===== src/rtl/pci_tgt_pkg.sv =====
package pci_tgt_pkg;
  localparam logic [3:0] CMD_MEM_RD = 4'b0110;
  localparam logic [3:0] CMD_MEM_WR = 4'b0111;
  localparam int         LANES      = 4;

  typedef enum logic [2:0] {
    ST_IDLE,
    ST_CLAIM,
    ST_XFER,
    ST_RETRY,
    ST_TURN
  } tgt_state_e;
endpackage


===== src/rtl/pci_tgt_decode.sv =====
module pci_tgt_decode
  import pci_tgt_pkg::*;
#(
  parameter logic [31:0] BASE_ADDR = 32'h0000_1000,
  parameter int          IDX_W     = 4
) (
  input  logic [31:0]      ad,
  input  logic [3:0]       cmd,
  input  logic             addr_ph,
  output logic             hit,
  output logic             is_read,
  output logic [IDX_W-1:0] idx
);
  localparam int LOW = IDX_W + 2;

  logic cmd_ok;
  logic win_ok;
  logic lin_ok;

  always_comb begin
    cmd_ok  = (cmd == CMD_MEM_RD) || (cmd == CMD_MEM_WR);
    win_ok  = (ad[31:LOW] == BASE_ADDR[31:LOW]);
    lin_ok  = (ad[1:0] == 2'b00);
    hit     = addr_ph && cmd_ok && win_ok && lin_ok;
    is_read = (cmd == CMD_MEM_RD);
    idx     = ad[LOW-1:2];
  end
endmodule


===== src/rtl/pci_tgt_regbank.sv =====
module pci_tgt_regbank
  import pci_tgt_pkg::*;
#(
  parameter int WORDS = 16,
  parameter int IDX_W = 4
) (
  input  logic             clk,
  input  logic             rst_n,
  input  logic             wr_en,
  input  logic [IDX_W-1:0] wr_idx,
  input  logic [31:0]      wr_data,
  input  logic [3:0]       be_n,
  input  logic [IDX_W-1:0] rd_idx,
  output logic [31:0]      rd_data
);
  logic [31:0] words [WORDS];

  for (genvar w = 0; w < WORDS; w++) begin : g_word
    logic [31:0] word_q;
    logic [31:0] word_d;
    logic        sel;

    always_comb begin
      sel    = wr_en && (wr_idx == IDX_W'(w));
      word_d = word_q;
      for (int b = 0; b < LANES; b++) begin
        if (!be_n[b]) word_d[8*b +: 8] = wr_data[8*b +: 8];
      end
    end

    always_ff @(posedge clk or negedge rst_n) begin
      if (!rst_n)   word_q <= '0;
      else if (sel) word_q <= word_d;
    end

    assign words[w] = word_q;
  end

  assign rd_data = words[rd_idx];
endmodule


===== src/rtl/pci_tgt_lock.sv =====
module pci_tgt_lock (
  input  logic clk,
  input  logic rst_n,
  input  logic hit,
  input  logic lock_n,
  input  logic frame_n,
  output logic locked
);
  logic pend_q, pend_d;
  logic lock_q, lock_d;

  always_comb begin
    pend_d = hit && lock_n && !lock_q;
    lock_d = lock_q;
    if (lock_q && frame_n && lock_n) lock_d = 1'b0;
    if (pend_q && !lock_n)           lock_d = 1'b1;
  end

  always_ff @(posedge clk or negedge rst_n) begin
    if (!rst_n) begin
      pend_q <= 1'b0;
      lock_q <= 1'b0;
    end else begin
      pend_q <= pend_d;
      lock_q <= lock_d;
    end
  end

  assign locked = lock_q;
endmodule


===== src/rtl/pci_tgt_fsm.sv =====
module pci_tgt_fsm
  import pci_tgt_pkg::*;
#(
  parameter int IDX_W = 4
) (
  input  logic             clk,
  input  logic             rst_n,
  input  logic             hit,
  input  logic             hit_read,
  input  logic [IDX_W-1:0] hit_idx,
  input  logic             retry_req,
  input  logic             irdy_n,
  input  logic             frame_n,
  output tgt_state_e       state,
  output logic             rd_mode,
  output logic [IDX_W-1:0] idx,
  output logic             done
);
  tgt_state_e       st_q, st_d;
  logic [IDX_W-1:0] idx_q, idx_d;
  logic             rd_q, rd_d;
  logic             rty_q, rty_d;

  always_comb begin
    st_d  = st_q;
    idx_d = idx_q;
    rd_d  = rd_q;
    rty_d = rty_q;
    done  = (st_q == ST_XFER) && !irdy_n;
    case (st_q)
      ST_IDLE, ST_TURN: begin
        st_d = ST_IDLE;
        if (hit) begin
          st_d  = ST_CLAIM;
          idx_d = hit_idx;
          rd_d  = hit_read;
          rty_d = retry_req;
        end
      end
      ST_CLAIM: st_d = rty_q ? ST_RETRY : ST_XFER;
      ST_XFER: begin
        if (done) begin
          idx_d = idx_q + 1'b1;
          if (frame_n) st_d = ST_TURN;
        end
      end
      ST_RETRY: if (frame_n) st_d = ST_TURN;
      default:  st_d = ST_IDLE;
    endcase
  end

  always_ff @(posedge clk or negedge rst_n) begin
    if (!rst_n) begin
      st_q  <= ST_IDLE;
      idx_q <= '0;
      rd_q  <= 1'b0;
      rty_q <= 1'b0;
    end else begin
      st_q  <= st_d;
      idx_q <= idx_d;
      rd_q  <= rd_d;
      rty_q <= rty_d;
    end
  end

  assign state   = st_q;
  assign rd_mode = rd_q;
  assign idx     = idx_q;
endmodule


===== src/rtl/pci_lock_target.sv =====
module pci_lock_target
  import pci_tgt_pkg::*;
#(
  parameter logic [31:0] BASE_ADDR = 32'h0000_1000,
  parameter int          WORDS     = 16
) (
  input  logic        clk,
  input  logic        rst_n,
  input  logic [31:0] ad_i,
  output logic [31:0] ad_o,
  output logic        ad_oe,
  input  logic [3:0]  cbe_n_i,
  input  logic        frame_n_i,
  input  logic        irdy_n_i,
  input  logic        lock_n_i,
  output logic        trdy_n_o,
  output logic        trdy_oe,
  output logic        stop_n_o,
  output logic        stop_oe,
  output logic        devsel_n_o,
  output logic        devsel_oe
);
  localparam int IDX_W = $clog2(WORDS);

  logic             rst_meta, rst_int;
  logic             frame_q;
  logic             addr_ph;
  logic             hit, hit_read;
  logic [IDX_W-1:0] hit_idx;
  logic             locked;
  tgt_state_e       state;
  logic             rd_mode, done;
  logic [IDX_W-1:0] idx;
  logic [31:0]      rd_data;

  // reset asserts at once, releases on the second clock edge
  always_ff @(posedge clk or negedge rst_n) begin
    if (!rst_n) begin
      rst_meta <= 1'b0;
      rst_int  <= 1'b0;
    end else begin
      rst_meta <= 1'b1;
      rst_int  <= rst_meta;
    end
  end

  always_ff @(posedge clk or negedge rst_int) begin
    if (!rst_int) frame_q <= 1'b1;
    else          frame_q <= frame_n_i;
  end

  assign addr_ph = !frame_n_i && frame_q;

  pci_tgt_decode #(.BASE_ADDR(BASE_ADDR), .IDX_W(IDX_W)) u_dec (
    .ad(ad_i), .cmd(cbe_n_i), .addr_ph(addr_ph),
    .hit(hit), .is_read(hit_read), .idx(hit_idx)
  );

  pci_tgt_lock u_lock (
    .clk(clk), .rst_n(rst_int), .hit(hit), .lock_n(lock_n_i),
    .frame_n(frame_n_i), .locked(locked)
  );

  pci_tgt_fsm #(.IDX_W(IDX_W)) u_fsm (
    .clk(clk), .rst_n(rst_int), .hit(hit), .hit_read(hit_read),
    .hit_idx(hit_idx), .retry_req(locked && !lock_n_i),
    .irdy_n(irdy_n_i), .frame_n(frame_n_i), .state(state),
    .rd_mode(rd_mode), .idx(idx), .done(done)
  );

  pci_tgt_regbank #(.WORDS(WORDS), .IDX_W(IDX_W)) u_regs (
    .clk(clk), .rst_n(rst_int), .wr_en(done && !rd_mode), .wr_idx(idx),
    .wr_data(ad_i), .be_n(cbe_n_i), .rd_idx(idx), .rd_data(rd_data)
  );

  always_comb begin
    trdy_oe    = (state != ST_IDLE);
    stop_oe    = trdy_oe;
    devsel_oe  = trdy_oe;
    trdy_n_o   = (state != ST_XFER);
    stop_n_o   = (state != ST_RETRY);
    devsel_n_o = !((state == ST_XFER) || (state == ST_RETRY));
    ad_oe      = (state == ST_XFER) && rd_mode;
    ad_o       = ad_oe ? rd_data : '0;
  end
endmodule


===== config.mk =====
export PLATFORM = sky130hd
export DESIGN_NAME = pci_lock_target
export DESIGN_NICKNAME = d
export VERILOG_FILES = /design/src/rtl/pci_tgt_pkg.sv /design/src/rtl/pci_tgt_decode.sv /design/src/rtl/pci_tgt_regbank.sv /design/src/rtl/pci_tgt_lock.sv /design/src/rtl/pci_tgt_fsm.sv /design/src/rtl/pci_lock_target.sv
export SDC_FILE = /design/constraint.sdc
export NUM_CORES = 1
export LEC_CHECK = 0
export BUFFER_PORTS_ARGS = -buffer_cell sky130_fd_sc_hd__buf_2
export CAP_MARGIN = 10
export CORE_ASPECT_RATIO = 1.4
export CORE_MARGIN = 1
export CORE_UTILIZATION = 40
export CTS_BUF_LIST = sky130_fd_sc_hd__clkbuf_2 sky130_fd_sc_hd__clkbuf_4 sky130_fd_sc_hd__clkbuf_8
export CTS_CLUSTER_SIZE = 12
export DETAILED_ROUTE_END_ITERATION = 12
export PLACE_DENSITY_LB_ADDON = 0.1
export SLEW_MARGIN = 20
export SYNTH_ARGS = -nofsm -noshare
export SYNTH_HDL_FRONTEND = slang
export SYNTH_HIERARCHICAL = 1
export SYNTH_SLANG_ARGS = --single-unit
export TNS_END_PERCENT = 5

===== constraint.sdc =====
create_clock -name clk -period 18.93 [get_ports clk]
set_input_delay 0.9465 -clock clk [delete_from_list [all_inputs] [get_ports clk]]
set_output_delay 0.9465 -clock clk [all_outputs]
set_load 0.005 [all_outputs]

==> impl_metrics.tcl, run 1 <==
set metrics [dict create \
    hold_class "in -> async" \
    synth_cell_types 56 \
    crit_slowest_cell "buf_4" \
    gp_congestion 0.716 \
    ys_seq_area_frac 0.543 \
    synth_top_area_cell "dfrtp_1" \
    multi_input_area_sq_um 10600 \
    fin_crit_sh 0.275 \
    synth_seq_cells 526 \
    slew_headroom 0.290 \
    clk_pin_slew_ns 0.06 \
    crit_top_cell "buf_4" \
    io_pins 80 \
    drcViolationCount 0 \
    num_vias 13700 \
    die_x_um 210 \
    finClkSkew_ns 0.0175 \
    syn_area_per_cell_sq_um 15.6 \
    fin_area_sq_um 27100 \
    clk_path_buf_depth 3 \
    layout-drive-gt1-share 0.562 \
    critPathRequiredTime_ns 17.98 \
    synth-edff-count 0 \
    arrival_ns 4.26 \
    ys_warn_count 6 \
    final-seq-area_sq_um 13200 \
    via_per_inst 5.48 \
    cts.repair.resized 0 \
    numCtsBuffers 85 \
    synth_nets 1599 \
    crit_path_max_fanout 48 \
    hold_viol_final 0 \
    cts.sinks 526 \
    grt_antenna_before_repair 6 \
    cts-htree-levels 3 \
    drt_iter0_markers 582 \
    vdd_drop_max_mv 0.0423 \
    io_buffers 79 \
    timing.fmax_mhz 192 \
    grt_pass1_wl_mm 94.4 \
    die_y_um 293 \
    area_delta_synth_final_pct 11.7 \
    insertion_delay_ns 0.66 \
    synthFlopType "dfrtp_1" \
    syn_area_sq_um 24300 \
    postCtsSetupBuffers 0 \
    drt_pass1_iterations 4 \
    outcome "completed" \
    rsz0062_at_grt "false" \
    min_period_ns 5.21 \
    syn-instance-count 1557 \
    slew_viol_final 0 \
    cts_tree "yes" \
    grt_max_degree 83 \
    worstPathCellList "buf_4 -> buf_4 -> mux4_2 -> a22oi_1 -> nand2_1 -> and2_1 -> buf_2" \
    critical_path_class "reg -> out" \
    fin_nets 1676 \
    cap_viol_max_count 0 \
    overflow 0 \
    netlist_top_cells_area "dfrtp_1 54%, mux2_2 24%, mux4_2 12%, a22oi_1 2.0%, nand2_1 1.0%" \
    cp-start-kind "register" \
    rows 106 \
    ys_async_sr_fraction 1.00 \
    cts-root-buf "clkbuf_8" \
    die-area_sq_um 61700 \
    nFillCells 5367 \
    placed_area_sq_um 25400 \
    yosys.area.top_type_share 0.541 \
    routedWlPerCell_um 24.2 \
    leakage_nw 13.3 \
    end_kind "output port" \
    core_area_sq_um 59800 \
    setup_tns_ns 0 \
    post-place-ws_ns 14.19 \
    start_util 0.406 \
    final_antenna_net_count 0 \
    layout_setup_ws_ns 13.72 \
    slowest_delay_ns 0.88 \
    setup_viol 0 \
    tightest_slew_ns 1.05 \
    post-dp-hpwl_mm 37.0 \
    powerDensity_nw_per_um2 80.7 \
    wirelength_mm 60.6 \
    cts_hold_buf 0 \
    grtUsageTotal 0.206 \
    grt_pass1_vias 15100 \
]
-- through the flow --
step / power (mW) / util / std cells / hold slack (ns)
6_report: 2.19 / 0.453 / 2504 / 0.0648
5_1_grt: 2.28 / 0.453 / 2503 / 0.0432
4_1_cts: 2.23 / 0.453 / 2501 / 0.00419
3_5_place_dp: 1.20 / 0.424 / 2357 / 0.339
3_3_place_gp: 1.20 / 0.424 / 2357 / 0.335
2_1_floorplan: 1.17 / - / 1557 / 0.331
-- cells by family after synthesis --
group,count (synthesis),synth area share
mux,644,0.358
flops,526,0.543
simple gates,196,0.0526
buf+inv,112,0.0213
compound gates,77,0.0247
fa+ha+maj,1,0.000516
other cells,1,0.000155
-- power by group --
group          total (mW)  leakage [nW]  switching, mW  internal (mW)
clock                1.01         0.932          0.441          0.571
sequential           1.13          7.33        0.00220           1.13
combinational      0.0470          5.00         0.0406        0.00641
-- cell usage after synthesis (all sizes together), types with 3 or more instances --
cell type / count
mux2: 514
nand2: 79
nor2b: 11
and4b: 3
and3: 4
buf: 42
nand2b: 5
nand4: 3
clkbuf: 65
nor4bb: 3
nor2: 21
nor3: 4
a22oi: 65
inv: 5
mux4: 128
nand4b: 5
o211ai: 3
and2: 33
and4bb: 4
nor4: 5
dfrtp: 525
nor4b: 5
nor3b: 3
-- worst paths after layout --
| path | from | to | slack (ns) | cells past startpoint |
|---|---|---|---|---|
| max in group asynchronous | rst_int$_DFF_PN0_ | u_regs/g_word[1].word_q[27]$_DFFE_PN0P_ | 14.95 | 4 |
| setup / recovery | u_fsm/idx[0]$_DFFE_PN0P_ | ad_o[8] | 13.72 | 7 |
| hold reg to reg | rst_int$_DFF_PN0_ | u_regs/g_word[7].word_q[12]$_DFFE_PN0P_ | 0.34 | 0 |
| min in group clk | rst_meta$_DFF_PN0_ | rst_int$_DFF_PN0_ | 0.35 | 0 |
| setup reg to reg | u_fsm/idx[0]$_DFFE_PN0P_ | u_regs/g_word[1].word_q[27]$_DFFE_PN0P_ | 14.61 | 5 |
| hold / removal | rst_n | rst_meta$_DFF_PN0_ | 0.06 | 1 |
-- placed cells by master (no fill, tap or decap), drive strengths merged, types with 11 or more instances in the layout --
| cell type | synthesis | routed |
|---|---|---|
| and2 | 33 | 33 |
| mux4 | 128 | 128 |
| nor2b | 11 | 11 |
| mux2 | 514 | 514 |
| dfrtp | 525 | 525 |
| buf | 42 | 97 |
| nor2 | 21 | 21 |
| a22oi | 65 | 65 |
| clkbuf | 65 | 139 |
| nand2 | 79 | 79 |
-- flip-flops by register name, summed over array words and instances, names as in the netlist --
signal and cells:
u_lock/locked 1, rst_meta 1, frame_q 1, u_fsm/idx 4, rst_int 1, u_lock/pend_q 1, u_fsm/rd_mode 1, u_fsm/rty_q 1
u_regs/g_word.word_q 512, u_fsm/state 3
-- per-layer routing --
layer  up-vias  track usage  wire length (um)
li1       5978            -                 -
met1      7400        0.257             25000
met2       241        0.354             31400
met3       101       0.0387              2660
met4         6       0.0755              1510
met5         -            0                36
-- cell type report --
class | count | area share
timing repair buffer | 97 | 0.0198
multi-input combinational | 919 | 0.392
inverter | 5 | 0.000692
clock inverter | 5 | 0.00194
sequential | 526 | 0.486
antenna | 3 | 0.000277
tap | 810 | 0.0374
clock buffer | 139 | 0.0623
-- worst max-delay path, delay by kind of cell, from the launching register on --
kind            cells  cell delay [ns]
simple gates        2             0.25
mux                 1             0.61
buf+inv             3             1.75
compound gates      1             0.34
flops               1             0.57
No activity file was read; power rests on OpenSTA's default activity.
==> run 2, diff against run 1 <==
Clock period 18.93 ns to 5.05 ns, I/O delays scaled along.
==> run 2 against run 1 <==
Power grew to 3.8 times the previous value. Clock power increased to 3.9 times the previous value. Non-clock buffer count up 7. Clock-buffer cell count increased by 3. Final cell count increased by 0.76%. Sequential power rose to 3.7 times the previous value. Clock skew grew 0.018 ns. Core utilization grew 0.42 points. Via count hardly changed. Critical path depth down 1. Hold slack lost 0.0011 ns. Critical endpoint is now ad_o[20].
==> impl_metrics.tcl, run 2 (synthesized netlist as in run 1, its figures left out) <==
set metrics [dict create \
    outcome "completed" \
    hold_class "in -> reg" \
    fin_crit_sh 0.749 \
    via_per_inst 5.44 \
    worstPathCellList "buf_4 -> mux4_2 -> a22oi_1 -> nand2_1 -> and2_1 -> buf_2" \
    postCtsSetupBuffers 0 \
    tightest_slew_ns 1.07 \
    die_y_um 293 \
    num_vias 13700 \
    grt_pass1_vias 15100 \
    regMostFlops "u_regs/g_word.word_q" \
    io_pins 80 \
    final_common_cell "dfrtp_1" \
    largest_reg_flops 512 \
    start_util 0.406 \
    routedWlPerCell_um 23.8 \
    core_area_sq_um 59800 \
    drt_pass1_iterations 5 \
    met3_usage 0.0387 \
    nFillCells 5392 \
    fin_nets 1686 \
    wirelength_mm 60.0 \
    cap_viol_max_count 0 \
    crit_path_max_fanout 54 \
    cts-htree-levels 3 \
    slowest_delay_ns 1.06 \
    insertion_delay_ns 0.67 \
    cp-start-kind "register" \
    grt_pass1_wl_mm 93.7 \
    met2_usage 0.348 \
    utilization 0.457 \
    cts-root-buf "clkbuf_8" \
    slew_headroom 0.286 \
    grtUsageTotal 0.204 \
    post-dp-hpwl_mm 36.9 \
    area_delta_synth_final_pct 12.8 \
    rows 106 \
    timing.fmax_mhz 264 \
    die_x_um 210 \
    leakage_nw 13.4 \
    numCtsBuffers 88 \
    vdd_drop_max_mv 0.150 \
    powerDensity_nw_per_um2 305 \
    clk_path_buf_depth 3 \
    gr-max-usage-layer "met2" \
    setup_tns_ns 0 \
    cts_tree "yes" \
    layout_common_cells "522 x dfrtp_1, 508 x mux2_2, 128 x mux4_2" \
    rsz0062_at_grt "false" \
    drcViolationCount 0 \
    gp_congestion 0.728 \
    io_buffers 79 \
    met1_usage 0.258 \
    critical_path_class "reg -> out" \
    slew_viol_final 0 \
    critPathRequiredTime_ns 4.80 \
    setup_viol 0 \
    drt_iter0_markers 582 \
    min_period_ns 3.78 \
    hold_viol_final 0 \
    layout-drive-gt1-share 0.562 \
    finClkSkew_ns 0.0354 \
    clk_pin_slew_ns 0.06 \
    grt_antenna_before_repair 5 \
    die-area_sq_um 61700 \
    arrival_ns 3.53 \
    end_kind "output port" \
    final_antenna_net_count 0 \
    crit_slowest_cell "dfrtp_4" \
    grt_max_degree 158 \
    overflow 0 \
    cts.sinks 526 \
]
## run 2: worst max-delay path, delay by kind of cell (launching register included)
family | cells | cell delay [ns]
compound gates | 1 | 0.25
buf+inv | 2 | 0.67
flops | 1 | 1.06
mux | 1 | 0.57
simple gates | 2 | 0.27
## run 2: what timing repair did
action,in CTS,in global routing
resized for setup,0,0
endpoints found under the setup margin,0,0
hold endpoints to repair,10,0
hold buffers,7,0
## run 2: area by class of cell
cell class / count / area (sq um) / share of cell area
Inverter: 5 / 18.8 / 0.000686
Antenna cell: 4 / 10.0 / 0.000366
Sequential cell: 526 / 13200 / 0.482
Tap cell: 810 / 1010 / 0.0370
Multi-Input combinational cell: 919 / 10600 / 0.388
Clock buffer: 142 / 1790 / 0.0655
Timing Repair Buffer: 104 / 663 / 0.0242
Clock inverter: 13 / 71.3 / 0.00261
## run 2: report_power, final
part,internal (mW),switching [mW]
logic,0.0305,0.152
clock network,2.24,1.71
registers,4.22,0.0110
## run 2: final timing paths
path | start | end | slack (ns) | depth (start not counted)
worst max-delay path | u_fsm/idx[0]$_DFFE_PN0P_ | ad_o[20] | 1.27 | 6
worst max register to register | u_fsm/state[0]$_DFFE_PN0P_ | u_regs/g_word[1].word_q[28]$_DFFE_PN0P_ | 1.73 | 6
min in group asynchronous | rst_int$_DFF_PN0_ | u_regs/g_word[6].word_q[12]$_DFFE_PN0P_ | 0.43 | 0
worst min-delay path | ad_i[10] | u_regs/g_word[4].word_q[10]$_DFFE_PN0P_ | 0.06 | 2
worst min register to register | rst_meta$_DFF_PN0_ | rst_int$_DFF_PN0_ | 0.36 | 0
max in group asynchronous | rst_int$_DFF_PN0_ | u_regs/g_word[15].word_q[25]$_DFFE_PN0P_ | 3.19 | 1
## run 2: per-stage QoR
| stage | hold WS [ns] | instance area [sq um] | worst slack, ns | total power, mW | std cells |
|---|---|---|---|---|---|
| floorplan | -0.0431 | 24300 | -0.0695 | 4.40 | 1557 |
| global placement | 0.0398 | 25400 | 1.45 | 4.49 | 2357 |
| detailed placement | 0.0412 | 25400 | 1.72 | 4.49 | 2357 |
| CTS | 0.00601 | 27400 | 1.08 | 8.52 | 2519 |
| global route | 0.0604 | 27400 | 0.942 | 8.71 | 2520 |
| finish | 0.0637 | 27400 | 1.27 | 8.36 | 2523 |
## run 2: routing by layer
| metal | wire, um | part of all wire |
|---|---|---|
| met5 | 27 | 0.00045 |
| met1 | 25500 | 0.42 |
| met2 | 30500 | 0.51 |
| met4 | 1520 | 0.025 |
| met3 | 2470 | 0.041 |
